===== config.mk =====
export PLATFORM = sky130hd
export DESIGN_NAME = dac_cmd_loader
export DESIGN_NICKNAME = d
export VERILOG_FILES = /design/src/rtl/dac_cmd_pkg.sv /design/src/rtl/dac_sync.sv /design/src/rtl/dac_frame_rx.sv /design/src/rtl/dac_chan_regs.sv /design/src/rtl/dac_cmd_loader.sv
export SDC_FILE = /design/constraint.sdc
export NUM_CORES = 1
export LEC_CHECK = 0
export BUFFER_PORTS_ARGS = -buffer_cell sky130_fd_sc_hd__buf_2
export CORE_MARGIN = 5
export CORE_UTILIZATION = 50
export DETAILED_ROUTE_END_ITERATION = 8
export PLACE_DENSITY = 0.86
export SETUP_SLACK_MARGIN = 0.15
export SLEW_MARGIN = 25
export SYNTH_ARGS = -nofsm -noshare
export SYNTH_HDL_FRONTEND = slang
export SYNTH_SLANG_ARGS = --single-unit

===== constraint.sdc =====
create_clock -name clk -period 1.5 [get_ports clk]
set_input_delay 0.075 -clock clk [delete_from_list [all_inputs] [get_ports clk]]
set_output_delay 0.075 -clock clk [all_outputs]
set_load 0.005 [all_outputs]

===== src/rtl/dac_cmd_pkg.sv =====
`timescale 1ns/1ps
package dac_cmd_pkg;
    localparam int DEF_NCH     = 5;
    localparam int DEF_CODE_W  = 12;
    localparam int DEF_FRAME_W = 16;
    localparam int DEF_ADDR_W  = 3;
endpackage


===== src/rtl/dac_sync.sv =====
`timescale 1ns/1ps
module dac_sync #(
    parameter int         W       = 1,
    parameter logic [W-1:0] RST_VAL = '0
) (
    input  logic         clk,
    input  logic         rst_n,
    input  logic [W-1:0] async_in,
    output logic [W-1:0] sync_out
);
    typedef struct packed {
        logic [W-1:0] meta;
        logic [W-1:0] sync;
    } sync_t;

    sync_t s_d, s_q;

    always_comb begin
        s_d      = s_q;
        s_d.meta = async_in;
        s_d.sync = s_q.meta;
    end

    always_ff @(posedge clk or negedge rst_n) begin
        if (!rst_n) begin
            s_q <= '{meta: RST_VAL, sync: RST_VAL};
        end else begin
            s_q <= s_d;
        end
    end

    assign sync_out = s_q.sync;
endmodule


===== src/rtl/dac_frame_rx.sv =====
`timescale 1ns/1ps
module dac_frame_rx #(
    parameter int FRAME_W = 16
) (
    input  logic               clk,
    input  logic               rst_n,
    input  logic               sclk_s,
    input  logic               cs_s,
    input  logic               sdi_s,
    output logic               frame_valid,
    output logic [FRAME_W-1:0] frame_word
);
    localparam int CNT_W = $clog2(FRAME_W + 2);
    localparam logic [CNT_W-1:0] CNT_FULL = CNT_W'(FRAME_W);
    localparam logic [CNT_W-1:0] CNT_OVER = CNT_W'(FRAME_W + 1);

    typedef struct packed {
        logic [FRAME_W-1:0] shreg;
        logic [CNT_W-1:0]   cnt;
        logic               sclk_p;
        logic               cs_p;
        logic               vld;
        logic [FRAME_W-1:0] word;
    } rx_t;

    rx_t r_d, r_q;

    always_comb begin
        r_d        = r_q;
        r_d.vld    = 1'b0;
        r_d.sclk_p = sclk_s;
        r_d.cs_p   = cs_s;
        if (cs_s) begin
            // select inactive: close a frame on its rising edge, hold count at zero
            if (!r_q.cs_p && (r_q.cnt == CNT_FULL)) begin
                r_d.vld  = 1'b1;
                r_d.word = r_q.shreg;
            end
            r_d.cnt = '0;
        end else if (sclk_s && !r_q.sclk_p) begin
            r_d.shreg = {r_q.shreg[FRAME_W-2:0], sdi_s};
            if (r_q.cnt != CNT_OVER) begin
                r_d.cnt = r_q.cnt + 1'b1;
            end
        end
    end

    always_ff @(posedge clk or negedge rst_n) begin
        if (!rst_n) begin
            r_q <= '{shreg: '0, cnt: '0, sclk_p: 1'b0, cs_p: 1'b1, vld: 1'b0, word: '0};
        end else begin
            r_q <= r_d;
        end
    end

    assign frame_valid = r_q.vld;
    assign frame_word  = r_q.word;
endmodule


===== src/rtl/dac_chan_regs.sv =====
`timescale 1ns/1ps
module dac_chan_regs #(
    parameter int NCH     = 5,
    parameter int CODE_W  = 12,
    parameter int FRAME_W = 16,
    parameter int ADDR_W  = 3
) (
    input  logic                         clk,
    input  logic                         rst_n,
    input  logic                         frame_valid,
    input  logic [FRAME_W-1:0]           frame_word,
    output logic [NCH-1:0][CODE_W-1:0]   ch_value,
    output logic [NCH-1:0]               ch_strobe,
    output logic                         addr_err
);
    typedef struct packed {
        logic [NCH-1:0][CODE_W-1:0] val;
        logic [NCH-1:0]             stb;
        logic                       err;
    } regs_t;

    regs_t g_d, g_q;
    logic [ADDR_W-1:0] addr;
    logic              hit;

    assign addr = frame_word[FRAME_W-1 -: ADDR_W];

    always_comb begin
        g_d     = g_q;
        g_d.stb = '0;
        hit     = 1'b0;
        for (int i = 0; i < NCH; i++) begin
            if (frame_valid && (int'(addr) == i)) begin
                g_d.val[i] = frame_word[CODE_W-1:0];
                g_d.stb[i] = 1'b1;
                hit        = 1'b1;
            end
        end
        if (frame_valid && !hit) begin
            g_d.err = 1'b1;
        end
    end

    always_ff @(posedge clk or negedge rst_n) begin
        if (!rst_n) begin
            g_q <= '0;
        end else begin
            g_q <= g_d;
        end
    end

    assign ch_value  = g_q.val;
    assign ch_strobe = g_q.stb;
    assign addr_err  = g_q.err;
endmodule


===== src/rtl/dac_cmd_loader.sv =====
`timescale 1ns/1ps
module dac_cmd_loader
    import dac_cmd_pkg::*;
#(
    parameter int NCH     = DEF_NCH,
    parameter int CODE_W  = DEF_CODE_W,
    parameter int FRAME_W = DEF_FRAME_W,
    parameter int ADDR_W  = DEF_ADDR_W
) (
    input  logic                       clk,
    input  logic                       rst_n,
    input  logic                       sclk,
    input  logic                       sdi,
    input  logic                       cs_n,
    output logic [NCH-1:0][CODE_W-1:0] ch_value,
    output logic [NCH-1:0]             ch_strobe,
    output logic                       addr_err
);
    logic [2:0]         pins_s;
    logic               sclk_s, cs_s, sdi_s;
    logic               frame_valid;
    logic [FRAME_W-1:0] frame_word;

    dac_sync #(.W(3), .RST_VAL(3'b010)) u_sync (
        .clk      (clk),
        .rst_n    (rst_n),
        .async_in ({sclk, cs_n, sdi}),
        .sync_out (pins_s)
    );

    assign sclk_s = pins_s[2];
    assign cs_s   = pins_s[1];
    assign sdi_s  = pins_s[0];

    dac_frame_rx #(.FRAME_W(FRAME_W)) u_rx (
        .clk         (clk),
        .rst_n       (rst_n),
        .sclk_s      (sclk_s),
        .cs_s        (cs_s),
        .sdi_s       (sdi_s),
        .frame_valid (frame_valid),
        .frame_word  (frame_word)
    );

    dac_chan_regs #(
        .NCH(NCH), .CODE_W(CODE_W), .FRAME_W(FRAME_W), .ADDR_W(ADDR_W)
    ) u_regs (
        .clk         (clk),
        .rst_n       (rst_n),
        .frame_valid (frame_valid),
        .frame_word  (frame_word),
        .ch_value    (ch_value),
        .ch_strobe   (ch_strobe),
        .addr_err    (addr_err)
    );
endmodule


---- After elaboration in Yosys (flattened, before gate mapping) ----
Index checks and enable logic that the tools add are counted.
word-level totals
  flip-flop bits (word level) ............. 112
  bits in latches ......................... 0
  memory bits (writable) .................. 0
  bits in read-only memories .............. 0
  bits of input ports ..................... 5
  output and inout bits ................... 66
  memories kept ........................... 0
cells by class
  $add $sub $neg .......................... 1
  multipliers ............................. 0
  div/mod/pow operators ................... 0
  $lt $le $gt $ge ......................... 0
  equal/unequal tests ..................... 6
  shift-type cells ........................ 0
  muxes and demuxes ....................... 14
  bitwise logic cells ..................... 1
  reduce and logical (&&, ||, !) cells .... 17
operators by type and width
  cell                   number
  $mux W17               2
  $mux W5                3
  $eq A3 B3 Y1 const B   3
  $mux W1                9
  $logic_and A1 B1 Y1    8
  $reduce_and A2 Y1      3
  $add A5 B1 Y5 const B  1
  $eq A5 B5 Y1 const B   1
  $ne A5 B5 Y1 const B   1
  $reduce_bool A2 Y1     2
  $eq A3 B2 Y1 const B   1
  $logic_not A1 Y1       3
  $logic_not A3 Y1       1
  $not A1 Y1             1

---- Longest topological paths before layout ----
  depth after elaboration ................. 9
  depth in mapped cells ................... 5
  gate-level depth less buffers ........... 4

---- By module ----
Synthesis repeated with hierarchy kept, for this count alone.
second synthesis, totals
  cells, all modules ...................... 266
  area total of the unflattened synthesis .. 4355.4 µm²
modules (own cells, without submodules)
  module         times used  cells an instance  area each (µm²)  seq. area each (µm²)
  dac_chan_regs  1           139                2478.6           1651.6
  dac_frame_rx   1           121                1724.2           1002.2
  dac_sync       1           6                  152.6            152.6

---- Worst setup path before layout ----
Ideal clock, no wire load.
  kind .................................... reg2reg
  start point ............................. reg u_sync.s_q (netlist bit u_sync.sync_out[1])
  end point ............................... reg u_rx.r_q (netlist bit u_rx.frame_word[10])
  data arrival time ....................... 1.334 ns
  slack ................................... 0.041 ns
  stages on the path, launching flop included .. 5
  buffers on the path ..................... 2
  clock period less this slack ............ 1.459 ns
  cells stage by stage .................... dfstp_2 -> buf_2 -> nand4b_4 -> buf_6 -> mux2_4
on the way
  word-level cells in the longest chain between the ends .. 1
ends and longest elaborated chain
  what                         line                text
  from (decl)                  dac_sync.sv:16      sync_t s_d, s_q;
  from (signal assigned)       dac_sync.sv:26      s_q <= '{meta: RST_VAL, sync: RST_VAL};
  $reduce_and A2 Y1 (no line)  n/a
  to (signal assigned)         dac_frame_rx.sv:50  r_q <= '{shreg: '0, cnt: '0, sclk_p: 1'b0, cs_p: 1'b1, vld: 1'b0, word: '0};
  to (signal assigned)         dac_frame_rx.sv:52  r_q <= r_d;
  to (decl)                    dac_frame_rx.sv:26  rx_t r_d, r_q;
No other way between the ends.
A chain may end at the register's enable or synchronous reset.

---- Worst setup path in the final report ----
  start point ............................. reg u_rx.r_q[19] (netlist name)
  end point ............................... reg u_rx.r_q (netlist bit u_rx.frame_word[3])
on the way
  word-level cells in the longest chain between the ends .. 3
ends and longest elaborated chain
  what                         line                text
  $eq A5 B5 Y1                 dac_frame_rx.sv:35  if (!r_q.cs_p && (r_q.cnt == CNT_FULL)) begin
  $logic_and A1 B1 Y1          dac_frame_rx.sv:35
  $reduce_and A2 Y1 (no line)  n/a
No other way between the ends.

==> run_results.csv <==
group,metric,value,unit
outcome,status,"complete, no violations",
critical_path,rr_startpoint,"u_rx.r_q[19]",
placement,hpwlAfterDp,5630,um
global_route,grt_antenna_before_repair,0,
routing,drt_wl_total,8550,um
yosys,yosysWarnings,0,
global_route,grt_pass1_wl,13500,um
cts,path_clk_slew,0.10,ns
sta,finClkSkew,0.00919,ns
yosys,yosysTopAreaCell,"dfrtp_1",
global_route,grt_max_degree,49,
finish,fin_util,0.655,
yosys,synthXorXnorAreaFrac,0,
critical_path,crit_path_cell_trace,"inv_1 -> ha_2 -> nand4b_4 -> buf_12 -> mux2_2",
critical_path,start_kind,"flop",
critical_path,rrSetupSlack,0.05,ns
die,floorplan.initialDensity,0.511,
yosys,syn-cell-area,4200,sq um
yosys,syn_inst,253,
finish,fin_nets,361,
yosys,synth.area.top_cells,"dfrtp_1 (64%), mux2_2 (23%), mux2_4 (3.2%)",
routing,final_antenna_net_count,0,
cts,cts_tree,"done",
die,core_area,8220,sq um
sta,maxSlewViolCount,0,
critical_path,required,1.75,ns
yosys,yosys.area_share.adder,0.00895,
cts,htreeDepth,3,
sta,fmax,688,MHz
routing,drt_iter0_markers,79,
critical_path,crit_cells,5,
yosys,yosysUniqueCellTypes,29,
critical_path,r2r_cells,5,
critical_path,critPathBufInv,2,
die,die_area,10300,sq um
global_route,overflow,0,
finish,diodes,0,
finish,layout_common_cells,"dfrtp_1 (106), buf_2 (69), mux2_4 (55), mux2_2 (38), buf_4 (11)",
yosys,synth_mux_area_frac,0.260,
yosys,synth_compound_area_frac,0.00746,
finish,final_common_cell,"dfrtp_1",
critical_path,path_class,"reg2reg",
pwr,peakVddDrop,560,uV
cts,clk_path_buf_depth,2,
job,drv_cap,0,
critical_path,worstPathMaxFanout,16,
die,die_w,102,um
finish,drive_gt1_frac,0.623,
cts,cts_buffers,9,
placement,place.gp.congestion,0.745,
die,die_h,102,um
cts,cts_sinks,111,
sta,setup_tns,0,ns
global_route,grt_usage,0.171,
pwr,power.density,939,nW/um^2
cts,clockRootBuffer,"clkbuf_8",
global_route,use_met2,0.275,
routing,drt-wirelength-per-cell,18.5,um
yosys,synth-seq-cells,111,
critical_path,worst_setup_path_end_kind,"flop",
yosys,synthSimpleGateAreaFrac,0.0394,
cts,clk_latency,0.37,ns
critical_path,endpoint,"u_rx.frame_word[3]",
yosys,seq_area_frac_synth,0.663,
sta,setup-violations-final,0,
critical_path,cp.arrival,1.70,ns
global_route,grt_use_met3,0.0303,
sta,period_share,0.969,
critical_path,slowest_delay,0.43,ns
global_route,grt_busiest_layer,"met2",
finish,fillerInstances,586,
finish,syn2layout_area_growth,28.3,%
sta,finalHoldViolCount,0,
sta,relSlewSlack,0.782,
placement,place_area,4910,sq um
yosys,yosys.area.top_type_share,0.644,
routing,vias,2369,
critical_path,slowest_stage,"dfrtp_1",
critical_path,crit_start,"u_rx.r_q[19]",
finish,final_design_area_no_fill,5380,sq um
routing,dr.pass1.iters,4,
min_path,hp-class,"in2async",
sta,worst_slew_pin_slew,0.327,ns
routing,remaining_drc_errors,0,
yosys,syn_avg_cell_area,16.6,sq um
sta,finalCriticalPeriod,1.45,ns
global_route,grt_pass1_vias,2527,
critical_path,worstReg2RegEnd,"u_rx.frame_word[3]",
routing,viasPerCell,5.12,
die,ioPinCount,71,
sta,rsz0062_at_grt,"yes",
yosys,synth.net_count,261,
placement,port_buffers,70,
global_route,use_met1,0.235,
critical_path,crit_family,"flip-flops",
pwr,p_leak,2.89,nW
yosys,synth_top_family_by_area,"multiplexers",
die,rows,33,
==> metrics by stage <==
step                      setup slack (ns)  std cells  hold WS, ns  power, mW
after global placement              0.0290        435      -0.0331       3.45
final                               0.0471        463        0.114       5.06
after floorplan                     0.0718        253       -0.221       3.35
after CTS                           0.0593        459        0.109       5.09
after global routing               0.00315        463        0.132       5.28
after detailed placement           0.00887        435      -0.0266       3.48
==> registers in the layout (all words and copies together) (netlist names) <==
register,count
u_sync.sync_out,3
u_rx.frame_valid,1
u_regs.addr_err,1
u_rx.frame_word,15
u_rx.r_q,23
u_regs.ch_value,60
u_regs.ch_strobe,5
u_sync.s_d,3
==> worst register-to-register path, cell delays in order (launching register included) <==
cell and delay [ns]:
dfrtp_1 0.43, inv_1 0.08, ha_2 0.20, nand4b_4 0.11
buf_12 0.17, mux2_2 0.35
==> metal layers <==
| metal | wire length [um] | vias up |
|---|---|---|
| li1 | - | 1075 |
| met3 | 391 | 9 |
| met4 | 110 | 0 |
| met2 | 4250 | 53 |
| met1 | 3800 | 1232 |
| met5 | 0 | - |
==> final cells by class <==
| class | instances | area (sq um) | area share |
|---|---|---|---|
| clock buffer | 10 | 128 | 0.0237 |
| sequential | 111 | 2780 | 0.517 |
| timing repair buffer | 100 | 714 | 0.133 |
| clock inverter | 6 | 46.3 | 0.00860 |
| multi-input combinational | 126 | 1560 | 0.290 |
| tap | 105 | 131 | 0.0244 |
| inverter | 5 | 18.8 | 0.00349 |
==> cells by family after synthesis <==
| group | after synthesis |
|---|---|
| multiplexers | 94 |
| buffers and inverters | 16 |
| AO/OA/AOI/OAI | 5 |
| flip-flops | 111 |
| adder cells (fa/ha/maj) | 3 |
| AND/OR/NAND/NOR | 24 |
==> worst min-delay path by stage <==
stage,to,slack [ns],depth (start not counted)
4_1_cts,u_regs.ch_value[0],0.11,2
2_1_floorplan,u_regs.addr_err,-0.22,0
3_3_place_gp,u_regs.ch_value[1],-0.03,1
3_5_place_dp,u_regs.ch_value[0],-0.03,1
5_1_grt,u_regs.ch_value[48],0.13,2
6_report,u_regs.ch_value[48],0.11,2
==> report_power, final <==
part / switching [mW] / leakage (nW) / internal [mW] / total, mW
logic: 0.111 / 1.28 / 0.123 / 0.234
registers: 0.0907 / 1.51 / 3.11 / 3.20
clock network: 1.00 / 0.0881 / 0.618 / 1.62
==> Yosys cell counts <==
library cell and instances:
nor3b_1 1, dfrtp_1 108, a21oi_1 2, nand2b_1 1
nor3_2 1, nand4b_4 1, mux2_4 9, nor2b_2 1
or3_1 1, dfstp_2 3, o21bai_1 1, nor2_1 4
mux2_2 84, nor2_2 1, buf_2 5, nor3b_2 1
buf_4 4, o2bb2ai_1 1, and2_1 1, and3b_1 3
ha_1 3, nor2b_1 1, inv_1 5, clkbuf_1 1
mux2i_1 1, o21ai_0 1, buf_6 1, nand3_1 3
nand2_1 4
==> repair_timing <==
action,4_1_cts,5_1_grt
buffers inserted,4,3
endpoints found under the setup margin,83,90
hold endpoints to repair,113,0
cloned,0,1
hold buffers,4,0
gates resized for setup,28,18
pin swaps,4,6
No activity file was read; power rests on OpenSTA's default activity.
